==> src/rtl/xrem_pkg.sv <==
package xrem_pkg;
    localparam int XR_LANES   = 8;
    localparam int XR_COL     = 4;
    localparam int XR_SFD_OFS = 7;
    localparam int XR_LANE_IW = $clog2(XR_LANES);
    localparam int XR_INC_W   = $clog2(XR_LANES + 1);

    localparam logic [7:0] XR_START = 8'hFB;
    localparam logic [7:0] XR_TERM  = 8'hFD;
    localparam logic [7:0] XR_IDLE  = 8'h07;
    localparam logic [7:0] XR_ERR   = 8'hFE;
    localparam logic [7:0] XR_SFD   = 8'hD5;

    typedef logic [XR_LANE_IW-1:0] lane_idx_t;

    typedef struct packed {
        logic      in_frame;
        logic      sym_seen;
        logic      pend_v;
        lane_idx_t pend_lane;
    } frame_st_t;
endpackage

==> src/rtl/xrem_lane_scan.sv <==
module xrem_lane_scan
    import xrem_pkg::*;
(
    input  logic [XR_LANES*8-1:0] rxd,
    input  logic [XR_LANES-1:0]   rxc,
    input  frame_st_t             st_i,
    output frame_st_t             st_o,
    output logic [XR_INC_W-1:0]   sym_inc,
    output logic [XR_INC_W-1:0]   data_inc,
    output logic [XR_INC_W-1:0]   ctrl_inc
);
    frame_st_t  s;
    logic       due_v;
    lane_idx_t  due_l;
    logic [7:0] oct;
    logic       ctl;

    always_comb begin
        s           = st_i;
        due_v       = st_i.pend_v;
        due_l       = st_i.pend_lane;
        s.pend_v    = 1'b0;
        s.pend_lane = '0;
        sym_inc     = '0;
        data_inc    = '0;
        ctrl_inc    = '0;
        oct         = '0;
        ctl         = 1'b0;
        for (int i = 0; i < XR_LANES; i++) begin
            oct = rxd[8*i +: 8];
            ctl = rxc[i];
            // delimiter position owed by an earlier Start
            if (due_v && due_l == lane_idx_t'(i)) begin
                due_v = 1'b0;
                if (ctl || oct != XR_SFD)
                    data_inc = data_inc + XR_INC_W'(1);
            end
            if (ctl) begin
                if (oct == XR_START) begin
                    if (i % XR_COL != 0) begin
                        data_inc = data_inc + XR_INC_W'(1);
                    end else begin
                        if (s.in_frame)
                            data_inc = data_inc + XR_INC_W'(1);
                        s.in_frame = 1'b1;
                        s.sym_seen = 1'b0;
                        if (i + XR_SFD_OFS < XR_LANES) begin
                            due_v       = 1'b1;
                            due_l       = lane_idx_t'(i + XR_SFD_OFS);
                            s.pend_v    = 1'b0;
                        end else begin
                            due_v       = 1'b0;
                            s.pend_v    = 1'b1;
                            s.pend_lane = lane_idx_t'(i + XR_SFD_OFS - XR_LANES);
                        end
                    end
                end else if (s.in_frame) begin
                    if (oct == XR_ERR) begin
                        if (!s.sym_seen) begin
                            sym_inc    = sym_inc + XR_INC_W'(1);
                            s.sym_seen = 1'b1;
                        end
                    end else begin
                        if (oct != XR_TERM)
                            data_inc = data_inc + XR_INC_W'(1);
                        s.in_frame = 1'b0;
                        s.sym_seen = 1'b0;
                        s.pend_v   = 1'b0;
                        due_v      = 1'b0;
                    end
                end else if (oct != XR_IDLE) begin
                    ctrl_inc = ctrl_inc + XR_INC_W'(1);
                end
            end
        end
        st_o = s;
    end
endmodule

==> src/rtl/xrem_sat_cnt.sv <==
module xrem_sat_cnt #(
    parameter int CNT_W = 32,
    parameter int INC_W = 4
) (
    input  logic             clk,
    input  logic             rst_n,
    input  logic             clr,
    input  logic [INC_W-1:0] inc,
    output logic [CNT_W-1:0] cnt
);
    localparam logic [CNT_W:0] LIMIT = {1'b0, {CNT_W{1'b1}}};

    logic [CNT_W-1:0] cnt_d, cnt_q;
    logic [CNT_W:0]   sum;

    always_comb begin
        sum = {1'b0, cnt_q} + (CNT_W+1)'(inc);
        if (clr)
            cnt_d = '0;
        else if (sum > LIMIT)
            cnt_d = LIMIT[CNT_W-1:0];
        else
            cnt_d = sum[CNT_W-1:0];
    end

    always_ff @(posedge clk or negedge rst_n) begin
        if (!rst_n) cnt_q <= '0;
        else        cnt_q <= cnt_d;
    end

    assign cnt = cnt_q;
endmodule

==> src/rtl/xgmii_rx_err_mon.sv <==
module xgmii_rx_err_mon
    import xrem_pkg::*;
#(
    parameter int CNT_W = 32
) (
    input  logic                  clk,
    input  logic                  rst_n,
    input  logic                  clr,
    input  logic [XR_LANES*8-1:0] rxd,
    input  logic [XR_LANES-1:0]   rxc,
    output logic                  in_frame,
    output logic [CNT_W-1:0]      sym_err_cnt,
    output logic [CNT_W-1:0]      data_err_cnt,
    output logic [CNT_W-1:0]      ctrl_err_cnt
);
    localparam int N_CNT = 3;

    frame_st_t st_d, st_q, st_nx;
    logic [XR_INC_W-1:0] inc_a [N_CNT];
    logic [CNT_W-1:0]    cnt_a [N_CNT];

    xrem_lane_scan i_scan (
        .rxd      (rxd),
        .rxc      (rxc),
        .st_i     (st_q),
        .st_o     (st_nx),
        .sym_inc  (inc_a[0]),
        .data_inc (inc_a[1]),
        .ctrl_inc (inc_a[2])
    );

    always_comb begin
        st_d = st_nx;
    end

    always_ff @(posedge clk or negedge rst_n) begin
        if (!rst_n) st_q <= '0;
        else        st_q <= st_d;
    end

    for (genvar g = 0; g < N_CNT; g++) begin : g_cnt
        xrem_sat_cnt #(.CNT_W(CNT_W), .INC_W(XR_INC_W)) i_cnt (
            .clk   (clk),
            .rst_n (rst_n),
            .clr   (clr),
            .inc   (inc_a[g]),
            .cnt   (cnt_a[g])
        );
    end

    assign in_frame     = st_q.in_frame;
    assign sym_err_cnt  = cnt_a[0];
    assign data_err_cnt = cnt_a[1];
    assign ctrl_err_cnt = cnt_a[2];
endmodule

==> config.mk <==
export PLATFORM = sky130hd
export DESIGN_NAME = xgmii_rx_err_mon
export DESIGN_NICKNAME = d
export VERILOG_FILES = /design/src/rtl/xrem_pkg.sv /design/src/rtl/xrem_lane_scan.sv /design/src/rtl/xrem_sat_cnt.sv /design/src/rtl/xgmii_rx_err_mon.sv
export SDC_FILE = /design/constraint.sdc
export NUM_CORES = 1
export LEC_CHECK = 0
export BUFFER_PORTS_ARGS = -buffer_cell sky130_fd_sc_hd__buf_2
export CAP_MARGIN = 20
export CELL_PAD_IN_SITES_DETAIL_PLACEMENT = 1
export CELL_PAD_IN_SITES_GLOBAL_PLACEMENT = 2
export CORE_ASPECT_RATIO = 0.8
export CORE_UTILIZATION = 26
export DETAILED_ROUTE_END_ITERATION = 6
export PLACE_DENSITY = 0.73
export SLEW_MARGIN = 0
export SYNTH_ARGS = -nofsm -noshare
export SYNTH_HDL_FRONTEND = slang
export SYNTH_SLANG_ARGS = --single-unit
export TNS_END_PERCENT = 30
==> constraint.sdc <==
create_clock -name clk -period 7.2 [get_ports clk]
set_clock_uncertainty 0.15 [all_clocks]
set_input_delay 1.08 -clock clk [delete_from_list [all_inputs] [get_ports clk]]
set_output_delay 1.08 -clock clk [all_outputs]
set_load 0.01 [all_outputs]
==> summary.md <==
| Metric | Value |
|---|---|
| Outcome | finished with violations |
| Failing checks | negative setup slack |
| Hold Path Sink | g_cnt[2].i_cnt.cnt[30]$_DFF_PN0_ |
| Wire per inst | 17.00 um |
| Routed Antenna Nets | 0 |
| CTS Buffer Depth | 2 |
| CTS Buf Count | 9 |
| Critical Path End Type | register |
| Clk network pwr share | 0.339 |
| Max Clk Rate | 120.7 MHz |
| Cell count of the worst reg-to-reg path | 38 |
| Hold_buf cts | 0 |
| Final core occ | 0.3909 |
| Fin worst setup slack | -1085 ps |
| Vias | 8572 |
| Final nets | 1443 |
| Top-count cell post-synth | a21oi_1 |
| Post-synthesis sequential area ratio | 0.3044 |
| Mapped Avg Cell Area | 8.572 um^2 |
| Die area | 32340 um^2 |
| Clk slew on worst S/H paths | 80 ps |
| Number of synthesized flops with an enable pin | 0 |
| DR pass1 iterations | 4 |
| Slew @ Worst Pin | 884.6 ps |
| Sequential Power Share | 0.395 |
| RR Startpoint | st_q[3]$_DFF_PN0_ |
| HP Class | register to register |
| Detailed router's first-iteration violation count | 268 |
| Cell internal pwr | 1049 uW |
| Leak pwr | 0.005668 uW |
| Required @ worst endpoint | 7320 ps |
| Starting Density | 0.2674 |
| DR DRC count | 0 |
| Share of cells above drive strength 1 | 0.4072 |
| Crit path kind | input port to register |
| Post-Synthesis Net Count | 1071 |
| Hold Path Depth | 2 |
| Most used DFF post-synth | dfrtp_1 |
| First-pass GRT wire length | 48140 um |
| Post-synth top cells | 116 x a21oi_1, 100 x dfrtp_1, 91 x nand2_1 |
| Max-slew violations | 0 |
| Post-synth top area share | 0.3044 |
| Cell area after layout | 12010 um^2 |
| Critical path arrival | 8410 ps |
| Max FO, Critical Path | 7 |
| CTS tree | built |
| Cells after synthesis | 959 |
| Hold Crit Start | g_cnt[2].i_cnt.cnt[30]$_DFF_PN0_ |
| Comb power frac | 0.266 |
| Sink Count | 100 |
| Worst reg-to-reg setup slack | -440 ps |
| Vias in the first global route | 9192 |
| Maxcap violations | 0 |
| Async set-or-reset flop fraction in the synthesized netlist | 1.000 |
| CP Buf/Inv Count | 5 |
| Relative slew margins | 0.4103 |
| R2r endpoint | g_cnt[1].i_cnt.cnt[9]$_DFF_PN0_ |
| Yosys reg bits | 100 |
| Largest net degree at the start of global routing | 72 |
| # setup viols final | 96 |
| Crit-path leading delay family | compound AO/OA/AOI/OAI gates |
| Congestion Overflow GR | 0 |
| Total track usage | 0.1852 |
| Slowest stage delay, CP | 340 ps |
| Root Driver | clkbuf_16 |
| Unrepaired setup endpoints after global routing | true |
| Switching power | 426.3 uW |
| Critical path launch point type | input port |
| CTS H-tree lvls | 3 |
| Placed cell area | 11120 um^2 |
| Vias per inst | 4.895 |
| Ys Warns | 0 |
| Final hold viol count | 0 |
| P per Cell Area | 122.8 nW/um^2 |
| Chip height | 161.0 um |
| Largest area contributor in the netlist | dfrtp_1 |
| WL final | 29760 um |
| IO Pins | 172 |
| Sw frac | 0.2891 |
| Area Overhead vs Synth | 46.15% |
| Die width | 200.8 um |
| GP Congestion | 0.8699 |
| Synth cell types | 88 |
| CP max stage cell | ha_1 |
| Initial antenna violation count | 3 |
| FP Rows | 57 |
| CORE AREA | 30740 um^2 |
| Synth top area cells | dfrtp_1 30%, a21oi_1 7.1%, xor2_1 6.9%, xnor2_1 6.6%, ha_1 5.2% |
| Max IR drop VDD | 136.0 uV |
| Min Tclk post-route | 8285 ps |
| Period utilisation layout | 1.151 |
| Synth Cell Area | 8220 um^2 |
| Port-buffer cells | 171 |
| DP HPWL | 23070 um |
| Worst-Skew Late Latency | 360 ps |
## layout make-up
class                      instances  area (um^2)
antenna                            2        5.005
tap                              413        516.7
fill                            3631        18720
timing repair buffer             396         2626
clock buffer                      12        246.5
sequential                       100         2502
multi-input combinational        785         5917
inverter                          39        151.4
clock inverter                     4        48.80
## metal layers
| layer | GRT usage | share of wire |
|---|---|---|
| met5 | 0 | 0.00057 |
| met4 | 0.03400 | 0.0095 |
| met3 | 0.04096 | 0.041 |
| met2 | 0.3169 | 0.48 |
| met1 | 0.2407 | 0.47 |
## worst max-delay path by stage
| stage | startpoint | to | cells after the start |
|---|---|---|---|
| after detailed placement | rxd[1] | g_cnt[1].i_cnt.cnt[29]$_DFF_PN0_ | 40 |
| after floorplan | rxd[12] | g_cnt[2].i_cnt.cnt[17]$_DFF_PN0_ | 34 |
| after global placement | rxd[5] | g_cnt[1].i_cnt.cnt[31]$_DFF_PN0_ | 41 |
| final | rxd[5] | g_cnt[1].i_cnt.cnt[9]$_DFF_PN0_ | 39 |
| after CTS | rxd[1] | g_cnt[1].i_cnt.cnt[3]$_DFF_PN0_ | 42 |
| after global routing | rxd[5] | g_cnt[1].i_cnt.cnt[4]$_DFF_PN0_ | 40 |
## layout by cell type, fill, tap and decap left out, drive strengths merged, types with 9 or more instances in the layout
| master | instances |
|---|---|
| a21o | 11 |
| a21oi | 116 |
| and3 | 36 |
| and4 | 9 |
| buf | 396 |
| clkbuf | 12 |
| dfrtp | 100 |
| ha | 34 |
| inv | 39 |
| mux2 | 9 |
| nand2 | 91 |
| nand3 | 47 |
| nand4 | 21 |
| nor2 | 55 |
| nor2b | 18 |
| nor3 | 26 |
| nor4 | 12 |
| o21ai | 26 |
| or2 | 10 |
| or4 | 9 |
| xnor2 | 65 |
| xor2 | 65 |
## registers in the layout, indices dropped and copies added, names as in the netlist
signal	cells
in_frame	1
st_q	3
g_cnt.i_cnt.cnt	96
## power groups by stage
stage                     logic [uW]  registers, uW  clock network, uW
after floorplan                  186            597                  0
after global placement           364            593                  0
after detailed placement         378            594                  0
after CTS                        388            582                521
after global routing             434            584                540
final                            392            582                500
## timing repair
action | CTS | global route
gates cloned | 2 | 0
resized for setup | 60 | 34
buffers inserted | 16 | 8
pin swaps | 21 | 12
setup endpoints to repair | 96 | 96
## metrics by stage
| step | instances | TNS, ps | power [uW] | hold WS, ps | setup slack, ps |
|---|---|---|---|---|---|
| detailed placement | 1707 | -119160 | 972.1 | 435.8 | -1519 |
| finish | 1751 | -55460 | 1475 | 452.3 | -1085 |
| floorplan | 959 | -76510 | 783.3 | 447.7 | -895.1 |
| global placement | 1707 | -100970 | 956.7 | 426.8 | -1226 |
| CTS | 1741 | -58990 | 1491 | 446.2 | -925.3 |
| global route | 1750 | -89840 | 1558 | 489.3 | -1450 |
## worst reg2reg max path: cells and delay by family, from the launching register on
family	cells	cell delay (ps)
AOI/OAI and AO/OA	11	2220
and+or+nand+nor	12	1850
adders and majority gates	6	1720
buffers and inverters	6	890
DFF	1	370
xor gates and xnor gates	2	260
muxes	1	130
## kinds of logic (layout without fill, tap and decap cells)
kind of cell             after synthesis  in the layout  share of synthesized area
AO/OA/AOI/OAI                        217            217                     0.1699
XOR/XNOR                             135            135                     0.1597
adder cells (fa/ha/maj)               38             38                    0.06027
buffers and inverters                 74            451                    0.03607
flip-flops                           100            100                     0.3044
multiplexers                          16             16                    0.02085
other                                  0              2                          0
AND/OR/NAND/NOR                      379            379                     0.2489
Note: power is estimated with default switching activity, not from simulation.
